`config.mk`:
```
export PLATFORM = sky130hd
export DESIGN_NAME = serdac_if
export DESIGN_NICKNAME = d
export VERILOG_FILES = /design/src/rtl/serdac_pkg.sv /design/src/rtl/serdac_sync.sv /design/src/rtl/serdac_ctrl.sv /design/src/rtl/serdac_datapath.sv /design/src/rtl/serdac_if.sv
export SDC_FILE = /design/constraint.sdc
export NUM_CORES = 1
export LEC_CHECK = 0
export ABC_AREA = 1
export CAP_MARGIN = 20
export CORE_MARGIN = 1
export CORE_UTILIZATION = 30
export CTS_CLUSTER_SIZE = 24
export DETAILED_ROUTE_END_ITERATION = 8
export DONT_BUFFER_PORTS = 1
export GPL_TIMING_DRIVEN = 0
export SLEW_MARGIN = 20
export SYNTH_ARGS = -nofsm -noshare
export SYNTH_HDL_FRONTEND = slang
export SYNTH_HIERARCHICAL = 1
export SYNTH_SLANG_ARGS = --single-unit
```
`constraint.sdc`:
```
create_clock -name clk -period 4.5 [get_ports clk]
set_clock_uncertainty 0.05 [all_clocks]
set_input_delay 0.9 -clock clk [delete_from_list [all_inputs] [get_ports clk]]
set_output_delay 0.9 -clock clk [all_outputs]
set_load 0.02 [all_outputs]
```
`src/rtl/serdac_pkg.sv`:
```
package serdac_pkg;

  localparam int CMD_W = 3;

  typedef enum logic [CMD_W-1:0] {
    CMD_NOP       = 3'b000,
    CMD_LOAD_IN   = 3'b001,
    CMD_LOAD_BOTH = 3'b010,
    CMD_XFER      = 3'b011,
    CMD_MODE      = 3'b100,
    CMD_UPO       = 3'b101,
    CMD_SLEEP     = 3'b110,
    CMD_WAKE      = 3'b111
  } cmd_e;

  // Strobes and qualified pin levels passed from control to datapath
  typedef struct packed {
    logic shift;   // rising sclk while selected
    logic fall;    // falling sclk while selected
    logic exec;    // frame of correct length completed
    logic csIdle;  // chip select is inactive
    logic dinBit;  // synchronised serial data
    logic clrLow;  // synchronised clear is asserted
  } strobe_t;

endpackage

```
`src/rtl/serdac_sync.sv`:
```
module serdac_sync #(
  parameter int WIDTH = 4,
  parameter int STAGES = 2,
  parameter logic [WIDTH-1:0] RST_VAL = '0
) (
  input  logic             clk,
  input  logic             rstN,
  input  logic [WIDTH-1:0] d,
  output logic [WIDTH-1:0] q
);
  localparam int CHAIN_W = WIDTH * STAGES;

  logic [CHAIN_W-1:0] chain;

  always_ff @(posedge clk or negedge rstN) begin
    if (!rstN) chain <= {STAGES{RST_VAL}};
    else       chain <= {chain[CHAIN_W-WIDTH-1:0], d};
  end

  assign q = chain[CHAIN_W-1 -: WIDTH];
endmodule

```
`src/rtl/serdac_ctrl.sv`:
```
module serdac_ctrl
  import serdac_pkg::*;
#(
  parameter int FRAME_W = 16,
  parameter int SYNC_STAGES = 2
) (
  input  logic    clk,
  input  logic    rstN,
  input  logic    csN,
  input  logic    sclk,
  input  logic    din,
  input  logic    clrN,
  output strobe_t stb
);
  localparam int CNT_W = $clog2(FRAME_W + 2);
  localparam logic [CNT_W-1:0] CNT_FULL = CNT_W'(FRAME_W);
  localparam logic [CNT_W-1:0] CNT_OVER = CNT_W'(FRAME_W + 1);

  logic [3:0] pinSync;
  logic csS, sclkS, dinS, clrS;
  logic sclkPrev, csPrev;
  logic riseEdge, fallEdge, csRise;
  logic [CNT_W-1:0] bitCnt;

  serdac_sync #(.WIDTH(4), .STAGES(SYNC_STAGES), .RST_VAL(4'b1001)) pinSync_i (
    .clk (clk),
    .rstN(rstN),
    .d   ({csN, sclk, din, clrN}),
    .q   (pinSync)
  );

  assign {csS, sclkS, dinS, clrS} = pinSync;

  always_ff @(posedge clk or negedge rstN) begin
    if (!rstN) begin
      sclkPrev <= 1'b0;
      csPrev   <= 1'b1;
    end else begin
      sclkPrev <= sclkS;
      csPrev   <= csS;
    end
  end

  assign riseEdge = sclkS & ~sclkPrev & ~csS;
  assign fallEdge = ~sclkS & sclkPrev & ~csS;
  assign csRise   = csS & ~csPrev;

  // Edge count saturates one past a full frame so over-long frames fail
  always_ff @(posedge clk or negedge rstN) begin
    if (!rstN)                              bitCnt <= '0;
    else if (csS)                           bitCnt <= '0;
    else if (riseEdge && bitCnt != CNT_OVER) bitCnt <= bitCnt + 1'b1;
  end

  always_comb begin
    stb.shift  = riseEdge;
    stb.fall   = fallEdge;
    stb.exec   = csRise && (bitCnt == CNT_FULL);
    stb.csIdle = csS;
    stb.dinBit = dinS;
    stb.clrLow = ~clrS;
  end

  // the count restarts every time the device is deselected
  a_r5_count_restart: assert property (@(posedge clk) disable iff (!rstN)
    csS |=> (bitCnt == '0));

endmodule

```
`src/rtl/serdac_datapath.sv`:
```
module serdac_datapath
  import serdac_pkg::*;
#(
  parameter int DATA_W = 13,
  parameter logic UPO_DEFAULT = 1'b0
) (
  input  logic              clk,
  input  logic              rstN,
  input  strobe_t           stb,
  output logic              dout,
  output logic              upo,
  output logic              powerDown,
  output logic [DATA_W-1:0] inputReg,
  output logic [DATA_W-1:0] dacReg
);
  localparam int FRAME_W = CMD_W + DATA_W;

  logic [FRAME_W-1:0] shiftReg;
  logic               modeRise;
  cmd_e               cmd;
  logic [DATA_W-1:0]  payload;

  assign cmd     = cmd_e'(shiftReg[FRAME_W-1 -: CMD_W]);
  assign payload = shiftReg[DATA_W-1:0];

  always_ff @(posedge clk or negedge rstN) begin
    if (!rstN)          shiftReg <= '0;
    else if (stb.shift) shiftReg <= {shiftReg[FRAME_W-2:0], stb.dinBit};
  end

  // Rising mode launches the bit that becomes MSB after this shift
  always_ff @(posedge clk or negedge rstN) begin
    if (!rstN) begin
      dout <= 1'b0;
    end else if (!powerDown) begin
      if (modeRise && stb.shift)      dout <= shiftReg[FRAME_W-2];
      else if (!modeRise && stb.fall) dout <= shiftReg[FRAME_W-1];
    end
  end

  always_ff @(posedge clk or negedge rstN) begin
    if (!rstN) begin
      inputReg  <= '0;
      dacReg    <= '0;
      modeRise  <= 1'b0;
      upo       <= UPO_DEFAULT;
      powerDown <= 1'b0;
    end else if (stb.exec) begin
      case (cmd)
        CMD_LOAD_IN:   inputReg <= payload;
        CMD_LOAD_BOTH: begin
          inputReg <= payload;
          dacReg   <= payload;
        end
        CMD_XFER:      dacReg   <= inputReg;
        CMD_MODE:      modeRise <= payload[DATA_W-1];
        CMD_UPO:       if (!powerDown) upo <= payload[DATA_W-1];
        CMD_SLEEP:     powerDown <= 1'b1;
        CMD_WAKE: begin
          powerDown <= 1'b0;
          if (stb.clrLow) upo <= UPO_DEFAULT;
        end
        default: ;
      endcase
    end
  end

  // serial echo frozen while powered down
  a_r9_dout_frozen: assert property (@(posedge clk) disable iff (!rstN)
    powerDown |=> $stable(dout));

  // user output frozen while powered down, except by a wake frame
  a_r9_upo_frozen: assert property (@(posedge clk) disable iff (!rstN)
    (powerDown && !stb.exec) |=> $stable(upo));

  // deselected device keeps its shift register
  a_r11_idle_no_shift: assert property (@(posedge clk) disable iff (!rstN)
    stb.csIdle |=> $stable(shiftReg));

  // DAC register moves only when a frame executes
  a_r4_dac_needs_exec: assert property (@(posedge clk) disable iff (!rstN)
    !stb.exec |=> $stable(dacReg));

  // echo moves only after a serial clock edge
  a_r6_dout_on_edge: assert property (@(posedge clk) disable iff (!rstN)
    !(stb.shift || stb.fall) |=> $stable(dout));

endmodule

```
`src/rtl/serdac_if.sv`:
```
module serdac_if
  import serdac_pkg::*;
#(
  parameter int DATA_W = 13,
  parameter int SYNC_STAGES = 2,
  parameter logic UPO_DEFAULT = 1'b0
) (
  input  logic              clk,
  input  logic              rstN,
  input  logic              csN,
  input  logic              sclk,
  input  logic              din,
  input  logic              clrN,
  output logic              dout,
  output logic              upo,
  output logic              powerDown,
  output logic [DATA_W-1:0] inputReg,
  output logic [DATA_W-1:0] dacReg
);
  localparam int FRAME_W = CMD_W + DATA_W;

  strobe_t stb;

  serdac_ctrl #(.FRAME_W(FRAME_W), .SYNC_STAGES(SYNC_STAGES)) ctrl_i (
    .clk (clk),
    .rstN(rstN),
    .csN (csN),
    .sclk(sclk),
    .din (din),
    .clrN(clrN),
    .stb (stb)
  );

  serdac_datapath #(.DATA_W(DATA_W), .UPO_DEFAULT(UPO_DEFAULT)) dp_i (
    .clk      (clk),
    .rstN     (rstN),
    .stb      (stb),
    .dout     (dout),
    .upo      (upo),
    .powerDown(powerDown),
    .inputReg (inputReg),
    .dacReg   (dacReg)
  );
endmodule

```
==> impl_metrics.xml <==
<?xml version="1.0" encoding="UTF-8"?>
<metrics>
  <group name="worst_hold_path">
    <metric name="worst_hold_path_type" unit="">primary input to async pin</metric>
  </group>
  <group name="worst_setup_path">
    <metric name="startpoint_type" unit="">flip-flop</metric>
    <metric name="arrival" unit="ns">2.26</metric>
    <metric name="crit-reg2reg-launch" unit="">ctrl_i/bitCnt[0]</metric>
    <metric name="worst_r2r_path_depth" unit="">9</metric>
    <metric name="cp.required" unit="ns">4.72</metric>
    <metric name="timing.setup.critical_path_class" unit="">flip-flop to flip-flop</metric>
    <metric name="critical_path.endpoint_type" unit="">flip-flop</metric>
    <metric name="path_max_fanout" unit="">10</metric>
    <metric name="timing.rr.end" unit="">dp_i/inputReg[8]</metric>
    <metric name="startpoint" unit="">ctrl_i/bitCnt[0]</metric>
    <metric name="rrSetupSlack" unit="ns">2.46</metric>
  </group>
  <group name="die">
    <metric name="row_count" unit="">34</metric>
    <metric name="design.core.area" unit="µm²">8806</metric>
    <metric name="fp.dieH" unit="µm">97.86</metric>
    <metric name="die_area" unit="µm²">9576</metric>
    <metric name="ioPinCount" unit="">35</metric>
    <metric name="die-width" unit="µm">97.86</metric>
    <metric name="initial_core_util" unit="">0.3130</metric>
  </group>
  <group name="yosys">
    <metric name="ys_seq_elements" unit="">61</metric>
    <metric name="synth_cell_type_count" unit="">22</metric>
    <metric name="synth.area.top_cells" unit="">dfrtp_1, nand2_1, nand3_1, inv_1, dfstp_2</metric>
    <metric name="synthFlopType" unit="">dfrtp_1</metric>
    <metric name="yosys.area_share.adder" unit="">0.01362</metric>
    <metric name="synth_warnings" unit="">6</metric>
    <metric name="synthesis.area_per_instance" unit="µm²">8.429</metric>
    <metric name="synth-compound-area-share" unit="">0.03631</metric>
    <metric name="synth_nets" unit="">336</metric>
    <metric name="synthesized_instance_count" unit="">327</metric>
    <metric name="mapped_area" unit="µm²">2756</metric>
    <metric name="synth.yosys.seq_area_share" unit="">0.5561</metric>
    <metric name="synth_xor_area_frac" unit="">0.003177</metric>
    <metric name="count_of_flip_flops_with_a_built_in_enable_after_synthesis" unit="">0</metric>
    <metric name="synth_top_family_by_area" unit="">simple AND/OR/NAND/NOR gates</metric>
    <metric name="synthDominantCellAreaShare" unit="">0.5084</metric>
    <metric name="synth-simple-area-share" unit="">0.2928</metric>
    <metric name="yosys-mux-area-fraction" unit="">0</metric>
    <metric name="yosys.area.top_type" unit="">dfrtp_1</metric>
    <metric name="share_of_flip_flops_with_an_asynchronous_set_or_reset_after_synthesis" unit="">1.000</metric>
  </group>
  <group name="layout">
    <metric name="layout_commonest_cell" unit="">nand2_1</metric>
    <metric name="drive_above_1_share" unit="">0.1458</metric>
    <metric name="final_core_utilization" unit="">0.3502</metric>
    <metric name="layout.cell_area.non_filler" unit="µm²">3084</metric>
    <metric name="number_of_nets_in_the_layout" unit="">347</metric>
    <metric name="syn2layout_area_growth" unit="%">11.89</metric>
    <metric name="mostFrequentLayoutCells" unit="">nand2_1, dfrtp_1, nand3_1</metric>
    <metric name="antenna_cells_inserted" unit="">0</metric>
  </group>
  <group name="global_route">
    <metric name="grt_pass1_vias" unit="">2037</metric>
    <metric name="gr-usage-all-layers" unit="">0.1330</metric>
    <metric name="maximum_number_of_pins_on_one_net_before_global_route_repair" unit="">62</metric>
    <metric name="aggregate_global_routing_overflow" unit="">0</metric>
    <metric name="grt_antenna_before_repair" unit="">0</metric>
    <metric name="grt_pass1_wl" unit="µm">9942</metric>
  </group>
  <group name="routing">
    <metric name="drt-total-wl" unit="µm">5698</metric>
    <metric name="drc" unit="">4</metric>
    <metric name="post_drt_wl_per_cell" unit="µm">12.63</metric>
    <metric name="vias" unit="">2010</metric>
    <metric name="drt_pass_1_iters" unit="">6</metric>
    <metric name="drt.antenna.violating_nets" unit="">0</metric>
    <metric name="drt-vias-per-instance" unit="">4.457</metric>
    <metric name="drt_iter0_markers" unit="">140</metric>
  </group>
  <group name="sta">
    <metric name="unrepaired_setup_endpoints_after_global_routing" unit="">no</metric>
    <metric name="report.final.slew_viol_count" unit="">0</metric>
    <metric name="final_min_period_over_clock_period" unit="">0.4541</metric>
    <metric name="final-hold-violation-count" unit="">0</metric>
    <metric name="report.final.setup_viol" unit="">0</metric>
    <metric name="period_minus_slack" unit="ns">2.043</metric>
    <metric name="worstMarginPinSlew" unit="ns">0.4736</metric>
    <metric name="final.setup.worst_slack" unit="ns">2.457</metric>
    <metric name="setup_tns" unit="ns">0</metric>
    <metric name="max_slew_margin" unit="">0.6842</metric>
    <metric name="fmax" unit="GHz">0.4894</metric>
  </group>
  <group name="clock_tree">
    <metric name="cts-htree-levels" unit="">3</metric>
    <metric name="cts_num_sinks" unit="">61</metric>
    <metric name="worst_skew_pair.late_latency" unit="ns">0.33</metric>
    <metric name="cts_resized" unit="">0</metric>
    <metric name="clkSlewWorstSetupHoldPaths" unit="ns">0.06</metric>
    <metric name="max-clock-path-buffers" unit="">2</metric>
    <metric name="cts_tree" unit="">yes</metric>
    <metric name="ctsRootBufferMaster" unit="">clkbuf_8</metric>
    <metric name="postCtsSetupBuffers" unit="">0</metric>
    <metric name="numCtsBuffers" unit="">9</metric>
    <metric name="cts-hold-fix-buffers" unit="">0</metric>
  </group>
  <group name="power_and_ir_drop">
    <metric name="report.power.total" unit="mW">1.195</metric>
    <metric name="leakagePower" unit="nW">1.565</metric>
    <metric name="worst_supply_voltage_drop_on_vdd" unit="mV">0.1736</metric>
    <metric name="p_per_area" unit="nW/µm²">387.4</metric>
  </group>
  <group name="job">
    <metric name="drv_cap" unit="">0</metric>
  </group>
  <group name="placed_design">
    <metric name="dp_slack" unit="ns">2.470</metric>
    <metric name="postPlaceCellArea" unit="µm²">2892</metric>
    <metric name="buffer_ports.inserted" unit="">0</metric>
    <metric name="post-dp-hpwl" unit="µm">3730</metric>
    <metric name="place_congestion" unit="">0.7266</metric>
  </group>
  <group name="status">
    <metric name="violations" unit="">design-rule violations</metric>
    <metric name="status" unit="">finished with violations</metric>
  </group>
</metrics>
==> flip-flops by register name, indices dropped and copies added, names as in the netlist, 5 cells and up <==
register and cells:
ctrl_i/bitCnt 5, dp_i/inputReg 13, dp_i/shiftReg 16, ctrl_i/pinSync_i/chain 8, dp_i/dacReg 13
==> synth_stat cells (4+ instances only) <==
cell and number:
buf_4 10, inv_1 37, nand2_1 122, nand3_1 39, o21ai_0 19, inv_2 4
dfstp_2 5, nand2_2 4, clkbuf_1 4, dfrtp_1 56, nor2_1 4, nor2_4 4
==> critical path, cell delays in order (launching register included) <==
cell	delay (ns)
dfrtp_1	0.44
inv_1	0.10
ha_1	0.15
nand3_1	0.07
nor3_1	0.37
nand2_2	0.17
nor2_4	0.17
buf_2	0.25
nand3_1	0.11
nand2_1	0.09
==> logic make-up (layout without fill, tap and decap cells) <==
group | count (synthesis) | count (layout)
xor gates and xnor gates | 1 | 1
AOI/OAI and AO/OA | 20 | 20
DFF | 61 | 61
and+or+nand+nor | 183 | 183
buffers and inverters | 59 | 75
adders and majority gates | 3 | 3
==> where the power goes <==
group / switching [mW] / total (mW) / internal (mW)
Combinational: 0.0712 / 0.105 / 0.0340
Clock: 0.208 / 0.477 / 0.269
Sequential: 0.0311 / 0.612 / 0.581
Total: 0.310 / 1.19 / 0.885
==> worst max path at each step <==
stage	endpoint	slack, ns	cells after the start
after floorplan	dp_i/inputReg[10]	2.78	9
after global placement	dp_i/inputReg[6]	2.49	9
after detailed placement	dp_i/inputReg[11]	2.47	10
after CTS	dp_i/inputReg[11]	2.45	10
after global routing	dp_i/dacReg[3]	2.28	10
final	dp_i/inputReg[8]	2.46	9
==> layer usage <==
| metal | global-route usage | share of wire | wire length [µm] |
|---|---|---|---|
| met3 | 0.05941 | 0.089 | 505 |
| met4 | 0.06294 | 0.020 | 116 |
| met2 | 0.1891 | 0.42 | 2397 |
| met1 | 0.1722 | 0.47 | 2678 |
| met5 | 0 | 0 | 0 |
==> stage by stage <==
step / hold slack, ns / cells
finish: 0.2092 / 451
global route: 0.1789 / 451
CTS: 0.1893 / 451
detailed placement: 0.2847 / 435
global placement: 0.2833 / 435
floorplan: 0.2812 / 327
==> layout make-up <==
| type | count | area [µm²] |
|---|---|---|
| Sequential cell | 61 | 1533 |
| Fill cell | 889 | 5722 |
| Inverter | 41 | 153.9 |
| Multi-Input combinational cell | 207 | 953.4 |
| Buffer | 18 | 116.4 |
| Clock buffer | 12 | 145.1 |
| Tap cell | 108 | 135.1 |
| Clock inverter | 4 | 47.55 |
(Power assumes the default switching activity.)
